File: src/rtl/adc_seq_pkg.sv
package adc_seq_pkg;
  localparam int SEQ_SLOTS = 4;
  localparam int SLOT_W = $clog2(SEQ_SLOTS);
  localparam int RD_ADDR_W = 3;

  typedef enum logic [1:0] {
    ST_IDLE  = 2'd0,
    ST_START = 2'd1,
    ST_WAIT  = 2'd2
  } seqState_t;

  typedef struct packed {
    logic              resWe;
    logic [SLOT_W-1:0] resIdx;
  } resStrobe_t;
endpackage

File: src/rtl/adc_seq_fsm.sv
module adc_seq_fsm
  import adc_seq_pkg::*;
#(
  parameter int CHAN_W = 4
) (
  input  logic              clk,
  input  logic              rstN,
  input  logic              ctrlWr,
  input  logic [5:0]        ctrlWrData,
  input  logic              suspend,
  input  logic              convDone,
  output logic              convStart,
  output logic [CHAN_W-1:0] convChan,
  output resStrobe_t        strobe,
  output logic [7:0]        ctrlByte,
  output logic              doneFlag
);
  localparam int GRP_W = CHAN_W - SLOT_W;

  seqState_t         state;
  logic [SLOT_W-1:0] slot;
  logic              flag;
  logic              scanMode;
  logic              groupMode;
  logic [CHAN_W-1:0] chanSel;
  logic              lastSlot;
  logic              accept;

  assign lastSlot = (slot == SLOT_W'(SEQ_SLOTS - 1));
  assign accept   = !ctrlWr && (state == ST_WAIT) && !suspend && convDone;

  always_ff @(posedge clk or negedge rstN) begin
    if (!rstN) begin
      state     <= ST_IDLE;
      slot      <= '0;
      flag      <= 1'b0;
      scanMode  <= 1'b0;
      groupMode <= 1'b0;
      chanSel   <= '0;
    end else if (ctrlWr) begin
      scanMode  <= ctrlWrData[5];
      groupMode <= ctrlWrData[4];
      chanSel   <= ctrlWrData[CHAN_W-1:0];
      flag      <= 1'b0;
      slot      <= '0;
      state     <= ST_START;
    end else begin
      unique case (state)
        ST_IDLE: ;
        ST_START: begin
          if (!suspend) state <= ST_WAIT;
        end
        ST_WAIT: begin
          if (suspend) begin
            state <= ST_START;
          end else if (convDone) begin
            if (lastSlot) begin
              flag  <= 1'b1;
              slot  <= '0;
              state <= scanMode ? ST_START : ST_IDLE;
            end else begin
              slot  <= slot + 1'b1;
              state <= ST_START;
            end
          end
        end
        default: state <= ST_IDLE;
      endcase
    end
  end

  assign convStart = (state == ST_START) && !suspend;
  assign convChan  = groupMode ? {chanSel[CHAN_W-1:CHAN_W-GRP_W], slot} : chanSel;

  always_comb begin
    strobe        = '0;
    strobe.resWe  = accept;
    strobe.resIdx = slot;
  end

  assign ctrlByte = {flag, 1'b0, scanMode, groupMode, chanSel};
  assign doneFlag = flag;
endmodule

File: src/rtl/adc_seq_store.sv
module adc_seq_store
  import adc_seq_pkg::*;
#(
  parameter int DATA_W = 8
) (
  input  logic                 clk,
  input  logic                 rstN,
  input  resStrobe_t           strobe,
  input  logic [DATA_W-1:0]    convData,
  input  logic [7:0]           ctrlByte,
  input  logic [RD_ADDR_W-1:0] rdAddr,
  output logic [DATA_W-1:0]    rdData
);
  logic [DATA_W-1:0] resReg [SEQ_SLOTS];

  for (genvar g = 0; g < SEQ_SLOTS; g++) begin : g_res
    always_ff @(posedge clk or negedge rstN) begin
      if (!rstN) begin
        resReg[g] <= '0;
      end else if (strobe.resWe && (strobe.resIdx == SLOT_W'(g))) begin
        resReg[g] <= convData;
      end
    end
  end

  always_comb begin
    rdData = '0;
    if (rdAddr == '0) begin
      rdData = DATA_W'(ctrlByte);
    end else if (int'(rdAddr) <= SEQ_SLOTS) begin
      rdData = resReg[SLOT_W'(rdAddr - RD_ADDR_W'(1))];
    end
  end
endmodule

File: src/rtl/adc_seq_ctrl.sv
module adc_seq_ctrl
  import adc_seq_pkg::*;
#(
  parameter int DATA_W = 8,
  parameter int CHAN_W = 4
) (
  input  logic                 clk,
  input  logic                 rstN,
  input  logic                 ctrlWr,
  input  logic [5:0]           ctrlWrData,
  input  logic [RD_ADDR_W-1:0] rdAddr,
  output logic [DATA_W-1:0]    rdData,
  input  logic                 suspend,
  output logic                 convStart,
  output logic [CHAN_W-1:0]    convChan,
  input  logic                 convDone,
  input  logic [DATA_W-1:0]    convData
);
  resStrobe_t strobe;
  logic [7:0] ctrlByte;
  logic       doneFlag;

  adc_seq_fsm #(.CHAN_W(CHAN_W)) u_fsm (
    .clk(clk), .rstN(rstN), .ctrlWr(ctrlWr), .ctrlWrData(ctrlWrData),
    .suspend(suspend), .convDone(convDone), .convStart(convStart),
    .convChan(convChan), .strobe(strobe), .ctrlByte(ctrlByte),
    .doneFlag(doneFlag)
  );

  adc_seq_store #(.DATA_W(DATA_W)) u_store (
    .clk(clk), .rstN(rstN), .strobe(strobe), .convData(convData),
    .ctrlByte(ctrlByte), .rdAddr(rdAddr), .rdData(rdData)
  );
endmodule

File: config.mk
export PLATFORM = sky130hd
export DESIGN_NAME = adc_seq_ctrl
export DESIGN_NICKNAME = d
export VERILOG_FILES = /design/src/rtl/adc_seq_pkg.sv /design/src/rtl/adc_seq_fsm.sv /design/src/rtl/adc_seq_store.sv /design/src/rtl/adc_seq_ctrl.sv
export SDC_FILE = /design/constraint.sdc
export NUM_CORES = 1
export LEC_CHECK = 0
export BUFFER_PORTS_ARGS = -buffer_cell sky130_fd_sc_hd__clkbuf_2
export CAP_MARGIN = 20
export CORE_MARGIN = 2
export CORE_UTILIZATION = 45
export DETAILED_ROUTE_END_ITERATION = 12
export PLACE_DENSITY = 0.72
export SYNTH_ARGS = -nofsm -noshare
export SYNTH_HDL_FRONTEND = slang
export SYNTH_HIERARCHICAL = 1
export SYNTH_SLANG_ARGS = --single-unit
File: constraint.sdc
create_clock -name clk -period 1.51 [get_ports clk]
set_input_delay 0.0755 -clock clk [delete_from_list [all_inputs] [get_ports clk]]
set_output_delay 0.0755 -clock clk [all_outputs]
set_load 0.02 [all_outputs]
==> metrics.txt, run 1 <==
status finished, violations left; failing checks negative setup slack; relative slew slack 57.21%; Pwr Density 865.4 mW/mm^2; CTS Root Cell clkbuf_8; Num CTS Buffers 5; post-synth cell types 30; CP Launch Point u_store/resReg[28]$_DFFE_PN0P_; post-synthesis xor/xnor area fraction 0.8309%; Crit. End Element output pin; slew of the pin with the lowest slew margin 0.6405 ns; Final Util 60.50%; CTS tree done; unrepaired setup endpoints after global routing true; vias in the first global route 1477; Final Hold Fails 0; R2R Path Start u_fsm/state[0]$_DFFE_PN0P_; R2R Setup Slk -0.08 ns; Fin Setup TNS -1.001 ns; row count 24; first-pass GRT wire length 7438 um; initial antenna violation count 0; Synth Area in Adders 1.187%; First-pass DRT Iterations 4; Total GRT Usage 18.81%; Avg WL per Cell 18.43 um; # IOs 35; post-synthesis mux area share 31.10%; fin crit period 1.606 ns; net count reported at finish 214; Leak 1.383 nW; CTS H-Tree Depth 2; Worst EP required 1.43 ns; Max-Cap Viols 0; diode count 0; drt total wl 4479 um; crit-path max cell delay 0.50 ns; Slowest cell on crit path mux4_2; Synth Area in Simple Gates 6.825%; Initial Util 47.44%; Die ar. 0.005248 sq mm; vias 1333; final setup margin -0.09550 ns; grt ovf 0; Setup CP Type register to output pin; R2R Path End u_store/resReg[25]$_DFFE_PN0P_; drt via density 5.486; number of port buffers 34; Compound-Gate Fraction of Synth Area 4.688%; GPL Wtd Cong 0.7809; WP data arrival 1.53 ns; Routed Antenna Nets 0; Yosys reg bits 43; crit path capture rdData[4]; worst path cell trace mux4_2 > a22o_1 > buf_6; syn_area_per_cell 14.95 sq um; syn nets 165; Final Cycle Share 106.3%; largest family of logic cells by synthesized area multiplexers; Worst Setup Start Kind register; Residual DRC 0; final setup vio count 20; sequential area share after synthesis 51.04%; post-synth top area cell dfrtp_1; DP HPWL 3141 um; final non-filler cell area 0.002689 sq mm; Max IR drop VDD 0.4335 mV; Die W 72.45 um; top-area cell type share of the netlist area 51.04%; Worst-path clk slew 0.08 ns; Synth Warn # 6; clk buf depth 2; DP Area 0.002387 sq mm; Clock Skews 0.005370 ns; Hold Path Class primary input to register; max-slew violations 0; cells after synthesis 141; reg2reg path depth 5; largest cells by area after synthesis dfrtp_1 (51%), mux2_2 (21%), mux4_2 (8.5%), a22o_1 (3.3%), buf_4 (2.5%); core area 0.004444 sq mm; Post-Syn Area 0.002108 sq mm; drt initial violations 38; crit-path max FO 2; Area Growth Syn to Fin 27.54%; Skew-Pair Late Insertion Delay 0.29 ns; Die H 72.45 um; largest net degree at the start of global routing 27; share of layout cells above drive strength 1 60.73%; clk sink count 43; max frequency 0.6229 GHz
[power breakdown]
part	total (W)	internal, W	switching, W
clock	0.000710	0.000323	0.000386
combinational	0.000377	0.000211	0.000167
sequential	0.00124	0.00120	0.0000375
total	0.00233	0.00174	0.000590
[state kept, by name (all words and copies together), names as in the netlist]
register	flops
u_fsm/state	2
u_fsm/groupMode	1
u_fsm/doneFlag	1
u_fsm/scanMode	1
u_fsm/slot	2
u_fsm/chanSel	4
u_store/resReg	32
[routing by layer]
metal | GRT usage, % | wire [um] | vias to the layer above
met3 | 5.417 | 192 | 6
met4 | 5.350 | 36 | 0
met2 | 31.29 | 2298 | 38
met1 | 24.15 | 1953 | 676
met5 | 0 | 0 | -
li1 | - | - | 613
[cell families (layout without fill, tap and decap cells)]
family                   after synthesis  after routing
other                                  1              1
buffers and inverters                 14             64
AO/OA/AOI/OAI                         11             11
AND/OR/NAND/NOR                       18             18
multiplexers                          50             50
adder cells (fa/ha/maj)                2              2
flip-flops                            43             43
XOR/XNOR                               2              2
[worst max-delay path, delay by kind of cell (launching register included)]
kind / cells / cell delay (ns)
AO/OA/AOI/OAI: 1 / 0.21
buffers and inverters: 1 / 0.13
multiplexers: 1 / 0.50
flip-flops: 1 / 0.39
[worst min-delay path by stage]
stage / startpoint / endpoint / cells after the start
after detailed placement: rstN / u_store/resReg[5]$_DFFE_PN0P_ / 1
after global placement: rstN / u_store/resReg[5]$_DFFE_PN0P_ / 1
after CTS: ctrlWrData[2] / u_fsm/chanSel[2]$_DFFE_PN0P_ / 2
after global routing: ctrlWrData[0] / u_fsm/chanSel[0]$_DFFE_PN0P_ / 2
final: ctrlWrData[0] / u_fsm/chanSel[0]$_DFFE_PN0P_ / 2
after floorplan: rstN / u_fsm/chanSel[0]$_DFFE_PN0P_ / 0
[Yosys cell counts]
library cell / instances
a211oi_2: 1
a221o_1: 1
a22o_1: 8
and3b_1: 1
and4bb_1: 1
buf_1: 1
buf_2: 1
buf_4: 7
buf_6: 1
clkbuf_1: 1
conb_1: 1
dfrtp_1: 43
ha_1: 2
inv_1: 3
mux2_2: 40
mux2_4: 1
mux2i_1: 1
mux4_2: 8
nand2b_1: 5
nand3_1: 1
nand3b_2: 2
nand4bb_1: 1
nor2_1: 2
nor2b_1: 2
nor3_1: 1
nor3b_4: 1
o22ai_1: 1
or3b_1: 1
xnor2_1: 1
xor2_1: 1
[final cells by class]
cell class                      count  area (sq um)
Clock buffer                        6         72.57
Clock inverter                      2         12.51
Fill cell                         354          1755
Inverter                            3         11.26
Multi-Input combinational cell     84          1032
Sequential cell                    43          1076
Tap cell                           52         65.06
Timing Repair Buffer               53         419.2
[repair_timing]
item | in CTS | in global routing
pin swaps | 2 | 7
resized for setup | 21 | 19
setup buffers | 3 | 4
hold buffers | 1 | 0
endpoints found under the hold margin | 17 | 0
endpoints found under the setup margin | 40 | 40
[through the flow]
stage	setup WS, ns	instances	power [W]	hold WS (ns)
after global placement	-0.06491	227	0.001550	0.05418
after detailed placement	-0.1071	227	0.001562	0.06178
after global routing	-0.1556	243	0.002433	0.003573
after CTS	-0.1306	239	0.002317	0.004675
after floorplan	-0.1378	141	0.001435	-0.2201
final	-0.09550	243	0.002327	0.01369
[layout by cell type, fill, tap and decap left out, types with 2 or more instances in the layout]
cell type,instances
a22o_1,8
clkbuf_8,7
inv_1,3
nand2b_1,5
buf_4,12
nand3b_4,2
buf_12,3
mux2_4,8
nor2b_1,2
buf_6,9
mux4_2,8
mux2_2,33
clkbuf_2,26
dfrtp_1,43
ha_1,2
Power figures use the tool's default switching activity.
==> run 2: changes to the inputs <==
--- a/config.mk
+++ b/config.mk
@@ -8,9 +8,9 @@
 export BUFFER_PORTS_ARGS = -buffer_cell sky130_fd_sc_hd__clkbuf_2
 export CAP_MARGIN = 20
 export CORE_MARGIN = 2
-export CORE_UTILIZATION = 45
+export CORE_UTILIZATION = 50
 export DETAILED_ROUTE_END_ITERATION = 12
-export PLACE_DENSITY = 0.72
+export PLACE_DENSITY = 0.78
 export SYNTH_ARGS = -nofsm -noshare
 export SYNTH_HDL_FRONTEND = slang
 export SYNTH_HIERARCHICAL = 1
==> run 2 against run 1 <==
Compared with the run above: the flow still finishes with violations (negative setup slack); register-to-register slack got worse by 0.12 ns; design area fell by 2.7%; routed wire length increased by 2.7%; die area fell by 9.5%; critical path type is now register to register.
==> metrics.txt, run 2 (same netlist as run 1, synthesis figures left out) <==
Setup CP Type register to register; WP data arrival 1.88 ns; most frequent cells in the layout dfrtp_1 (43), mux2_2 (32), clkbuf_2 (26); Die H 68.94 um; First-pass DRT Iterations 4; number of port buffers 34; first-pass GRT wire length 7058 um; relative slew slack 48.04%; Hold Path Class primary input to register; status finished, violations left; setup slack at placement -0.2203 ns; reg2reg path depth 6; R2R Path Start u_fsm/state[0]$_DFFE_PN0P_; slew of the pin with the lowest slew margin 0.7739 ns; Final Cycle Share 113.1%; initial antenna violation count 0; Reg area 0.001076 sq mm; # IOs 35; worst path cell trace nand4bb_1 > nor2_1 > buf_4 > nor3b_4 > buf_12 > mux2_4; max FFs per register 32; min-delay src ctrlWrData[2]; Residual DRC 0; biggest registers after layout u_store/resReg (32), u_fsm/chanSel (4); Max IR drop VDD 0.7447 mV; Worst EP required 1.69 ns; Filler cells 326; R2R Setup Slk -0.20 ns; GPL Wtd Cong 0.7912; R2R Path End u_store/resReg[24]$_DFFE_PN0P_; CP delay by family, top simple AND/OR/NAND/NOR gates; Hold Path Cell Cnt 2; Avg WL per Cell 19.25 um; max frequency 0.5856 GHz; Pwr Density 864.7 mW/mm^2; Area Growth Syn to Fin 24.15%; Slowest cell on crit path dfrtp_1; drt total wl 4601 um; Num CTS Buffers 5; Max-Cap Viols 0; vias in the first global route 1434; Die W 68.94 um; clk sink count 43; Crit. End Element register; unrepaired setup endpoints after global routing true; Clock Skews 0.004214 ns; Worst Setup Start Kind register; final non-filler cell area 0.002618 sq mm; grt ovf 0; Final Hold Fails 0; CTS H-Tree Depth 2; CTS Root Cell clkbuf_8; Leak 1.360 nW; drt initial violations 55; Total GRT Usage 21.45%; final setup margin -0.1976 ns; core area 0.004029 sq mm; Worst-path clk slew 0.07 ns; Hold Path Sink u_fsm/chanSel[2]$_DFFE_PN0P_; final setup vio count 40; share of layout cells above drive strength 1 58.73%; Reg with most FFs u_store/resReg; Routed Antenna Nets 0; largest net degree at the start of global routing 44; CTS tree done; Die ar. 0.004752 sq mm; commonest non-fill, non-tap cell in the layout dfrtp_1; vias 1374; multi-input logic area 997.2 sq um; crit-path max cell delay 0.38 ns; row count 23; Buf/Inv on CP 2; net count reported at finish 214; DP HPWL 3293 um; drt via density 5.749; diode count 0; max-slew violations 0; Initial Util 52.33%; fin crit period 1.708 ns; failing checks negative setup slack; clk buf depth 2; Skew-Pair Late Insertion Delay 0.29 ns; DP Area 0.002372 sq mm; crit-path max FO 8
==> run 2: worst max path at each step <==
| stage | from | endpoint | cells after the start |
|---|---|---|---|
| floorplan | u_fsm/state[0]$_DFFE_PN0P_ | u_store/resReg[24]$_DFFE_PN0P_ | 5 |
| global placement | u_fsm/state[0]$_DFFE_PN0P_ | u_store/resReg[26]$_DFFE_PN0P_ | 6 |
| detailed placement | u_fsm/state[0]$_DFFE_PN0P_ | u_store/resReg[24]$_DFFE_PN0P_ | 6 |
| CTS | u_fsm/state[0]$_DFFE_PN0P_ | u_store/resReg[24]$_DFFE_PN0P_ | 6 |
| global route | u_fsm/state[0]$_DFFE_PN0P_ | u_store/resReg[24]$_DFFE_PN0P_ | 6 |
| finish | u_fsm/state[0]$_DFFE_PN0P_ | u_store/resReg[24]$_DFFE_PN0P_ | 6 |
==> run 2: area by class of cell <==
| type | instances | area share, % |
|---|---|---|
| clock buffers | 6 | 2.772 |
| inverters | 3 | 0.4302 |
| multi-input cells | 84 | 38.10 |
| flip-flops and latches | 43 | 41.11 |
| well taps | 50 | 2.390 |
| repair buffers | 53 | 15.20 |
==> run 2: repair_timing <==
item | 4_1_cts | 5_1_grt
endpoints found under the setup margin | 40 | 40
pin swaps | 2 | 2
hold buffers | 1 | 0
buffers inserted | 3 | 4
resized for setup | 10 | 27
hold endpoints to repair | 43 | 0
==> run 2: report_power, final <==
| group | switching, W | internal, W | leakage [nW] |
|---|---|---|---|
| Sequential | 0.0000393 | 0.00120 | 0.579 |
| Combinational | 0.000164 | 0.000195 | 0.744 |
| Clock | 0.000353 | 0.000308 | 0.0371 |
==> run 2: metrics by stage <==
stage	utilization (%)	hold WS [ns]	power, W	TNS [ns]	instances
4_1_cts	62.42	0.003597	0.002257	-5.832	235
3_5_place_dp	58.88	0.1790	0.001566	-2.817	225
3_3_place_gp	58.88	0.1678	0.001544	-0.8187	225
6_report	64.97	0.01591	0.002263	-5.127	239
2_1_floorplan	-	-0.2201	0.001435	-1.122	141
5_1_grt	64.97	0.003990	0.002363	-7.200	239
==> run 2: layer usage <==
layer	vias to the layer above	wire length [um]	global-route usage (%)
li1	616	-	-
met3	6	200	5.682
met2	28	2454	39.54
met5	-	0	0
met1	724	1892	24.08
met4	0	53	6.618
==> run 2: worst reg2reg max path, stage by stage (launching register included) <==
cell,delay [ns]
dfrtp_1,0.38
nand4bb_1,0.23
nor2_1,0.14
buf_4,0.13
nor3b_4,0.22
buf_12,0.17
mux2_4,0.31
==> run 3: changes to the inputs <==
--- a/config.mk
+++ b/config.mk
@@ -5,12 +5,12 @@
 export SDC_FILE = /design/constraint.sdc
 export NUM_CORES = 1
 export LEC_CHECK = 0
+export ABC_AREA = 1
 export BUFFER_PORTS_ARGS = -buffer_cell sky130_fd_sc_hd__clkbuf_2
 export CAP_MARGIN = 20
-export CORE_MARGIN = 2
 export CORE_UTILIZATION = 50
 export DETAILED_ROUTE_END_ITERATION = 12
-export PLACE_DENSITY = 0.78
+export PLACE_DENSITY = 0.81
 export SYNTH_ARGS = -nofsm -noshare
 export SYNTH_HDL_FRONTEND = slang
 export SYNTH_HIERARCHICAL = 1
==> run 3 against run 2 <==
Compared with the run above: the flow now finishes without violations; non-clock buffer count fell by 2; combinational power grew 9.2%; fmax increased by 20%; sequential share of layout area shrank 0.20 points; power up 19%; area after synthesis is 6.0% higher; routed wire length rose by 11%; clock skew rose by 0.0033 ns; register-to-register slack better by 0.28 ns; clock-buffer cell count unchanged; critical path depth up 1; largest power group unchanged; highest routed layer unchanged.
==> metrics.txt, run 3 <==
Skew-Pair Late Insertion Delay 0.30 ns; post-synth top area cell dfrtp_1; largest family of logic cells by synthesized area simple AND/OR/NAND/NOR gates; largest cells by area after synthesis dfrtp_1 (48%), nand2_1 (17%), nand3_1 (6.9%), o21ai_1 (4.7%), o21ai_2 (4.3%); cells after synthesis 273; CTS H-Tree Depth 2; GPL Wtd Cong 0.8085; routed wl met2 2517 um; Max-Cap Viols 0; post-CTS setup buffers 0; reg2reg path depth 7; Metal-1 WL 2243 um; Yosys reg bits 43; Final Cycle Share 94.36%; first-pass GRT wire length 8224 um; core area 0.004144 sq mm; syn_area_per_cell 8.186 sq um; Fin Setup TNS 0 ns; biggest registers after layout u_store/resReg (32), u_fsm/chanSel (4); Leak 1.323 nW; Synth Area in Simple Gates 28.89%; routed wl met3 264 um; Hold Path Class primary input to register; Hold Path Sink u_store/resReg[7]$_DFFE_PN0P_; Max Used Layer met4; DP Area 0.002405 sq mm; Synth Area in Adders 1.120%; CP delay by family, top buffers and inverters; Final Util 63.47%; diode count 0; clk sink count 43; number of port buffers 34; Synth Warn # 6; CTS tree done; Num CTS Buffers 5; multi-input logic area 954.7 sq um; clk buf depth 2; share of layout cells above drive strength 1 23.42%; Post-synth EDFFs 0; top-area cell type share of the netlist area 48.15%; Hold Path Cell Cnt 3; most frequent cells after synthesis nand2_1 (101), dfrtp_1 (43), nand3_1 (31), o21ai_1 (21), inv_1 (18); # IOs 35; final non-filler cell area 0.002630 sq mm; FFs w/ async S/R, synth 100.0%; net count reported at finish 339; vias 1902; Residual DRC 0; Buf/Inv on CP 2; final setup vio count 0; initial antenna violation count 0; commonest non-fill, non-tap cell in the layout nand2_1; Worst-path clk slew 0.08 ns; Main synth FF type dfrtp_1; sequential area share after synthesis 48.15%; Initial Util 53.93%; max FFs per register 32; status complete, no violations; drt via density 5.197; Reg area 0.001076 sq mm; placed cell count 351; Routed Antenna Nets 0; Compound-Gate Fraction of Synth Area 10.81%; crit-path max FO 16; fin crit period 1.425 ns; DP HPWL 3440 um; Worst Setup Start Kind register; worst path cell trace nand2_1 > nor4_2 > buf_4 > nand3_2 > buf_4 > nand2_1 > o21ai_2; crit-path max cell delay 0.40 ns; Worst EP required 1.69 ns; Die ar. 0.004740 sq mm; unrepaired setup endpoints after global routing false; Die H 68.85 um; drt total wl 5093 um; Total GRT Usage 24.45%; count leader, synth nand2_1; Area Growth Syn to Fin 17.69%; Filler cells 364; Slowest cell on crit path dfrtp_1; Setup CP Type register to register; Die W 68.85 um; min-delay src convData[7]; R2R Setup Slk 0.09 ns; max-slew violations 0; WP data arrival 1.60 ns; CTS Root Cell clkbuf_8; grt ovf 0; relative slew slack 56.53%; R2R Path End u_store/resReg[6]$_DFFE_PN0P_; Post-Syn Area 0.002235 sq mm; Avg WL per Cell 13.92 um; largest net degree at the start of global routing 28; Final Hold Fails 0; drt initial violations 164; syn nets 297; post-synth cell types 25; Hold Slack 0.07542 ns; Max IR drop VDD 0.5446 mV; First-pass DRT Iterations 4; most frequent cells in the layout nand2_1 (101), dfrtp_1 (43), clkbuf_2 (34); Crit. End Element register; Clock Skews 0.007529 ns; post-synthesis mux area share 0%; Pwr Density 1021 mW/mm^2; post-synthesis xor/xnor area fraction 0.7279%; max frequency 0.7018 GHz; Reg with most FFs u_store/resReg; slew of the pin with the lowest slew margin 0.6520 ns; non-filler cells, final 366; vias in the first global route 1791; R2R Path Start u_fsm/state[1]$_DFFE_PN0P_; row count 23
==> run 3: layer usage <==
layer / vias up / track usage, %
met2: 50 / 39.93
li1: 956 / -
met4: 0 / 9.949
met1: 890 / 31.42
met3: 6 / 5.263
met5: - / 0
==> run 3: cell families (layout without fill, tap and decap cells) <==
logic type / Yosys count / count (layout)
other cells: 1 / 1
compound gates: 39 / 39
buf+inv: 39 / 82
fa+ha+maj: 2 / 2
simple gates: 148 / 148
xor+xnor: 1 / 1
flops: 43 / 43
==> run 3: final cells by class <==
cell class,instances,share of cell area [%]
clock buffers,6,2.759
clock inverters,2,2.284
inverters,23,3.378
multi-input cells,191,36.30
flip-flops and latches,43,40.91
well taps,50,2.379
repair buffers,51,11.99
==> run 3: worst min-delay path, delay by kind of cell <==
| family | cells | cell delay, ns |
|---|---|---|
| buffers and inverters | 2 | 0.19 |
| AOI/OAI and AO/OA | 1 | 0.07 |
==> run 3: power by group <==
part / switching, W / total (W) / leakage, nW / internal (W)
Clock: 0.000386 / 0.00105 / 0.0654 / 0.000661
Sequential: 0.0000369 / 0.00125 / 0.582 / 0.00121
Combinational: 0.000245 / 0.000392 / 0.675 / 0.000147
Total: 0.000668 / 0.00269 / 1.32 / 0.00202
==> run 3: timing repair <==
| action | CTS | global route |
|---|---|---|
| endpoints found under the hold margin | 31 | 0 |
| gates cloned | 0 | 0 |
| gates resized for setup | 1 | 2 |
| hold buffers | 7 | 0 |
| pin swaps | 0 | 0 |
| setup endpoints to repair | 1 | 15 |
==> run 3: stage by stage <==
stage	total power [W]	setup slack (ns)
2_1_floorplan	0.001512	0.1534
3_5_place_dp	0.001645	0.04306
6_report	0.002686	0.08511
3_3_place_gp	0.001637	0.07436
4_1_cts	0.002708	0.03604
5_1_grt	0.002801	0.004024
==> run 3: how the worst max path moves through the flow <==
stage                                      to                  startpoint  slack, ns  cells after the start
2_1_floorplan   u_store/resReg[5]$_DFFE_PN0P_  u_fsm/state[0]$_DFFE_PN0P_       0.15                      8
3_3_place_gp   u_store/resReg[21]$_DFFE_PN0P_  u_fsm/state[0]$_DFFE_PN0P_       0.07                      7
3_5_place_dp    u_store/resReg[8]$_DFFE_PN0P_  u_fsm/state[1]$_DFFE_PN0P_       0.04                      6
4_1_cts        u_store/resReg[21]$_DFFE_PN0P_  u_fsm/state[1]$_DFFE_PN0P_       0.04                      6
5_1_grt         u_store/resReg[6]$_DFFE_PN0P_  u_fsm/state[0]$_DFFE_PN0P_      0.004                      8
6_report        u_store/resReg[6]$_DFFE_PN0P_  u_fsm/state[1]$_DFFE_PN0P_       0.09                      7
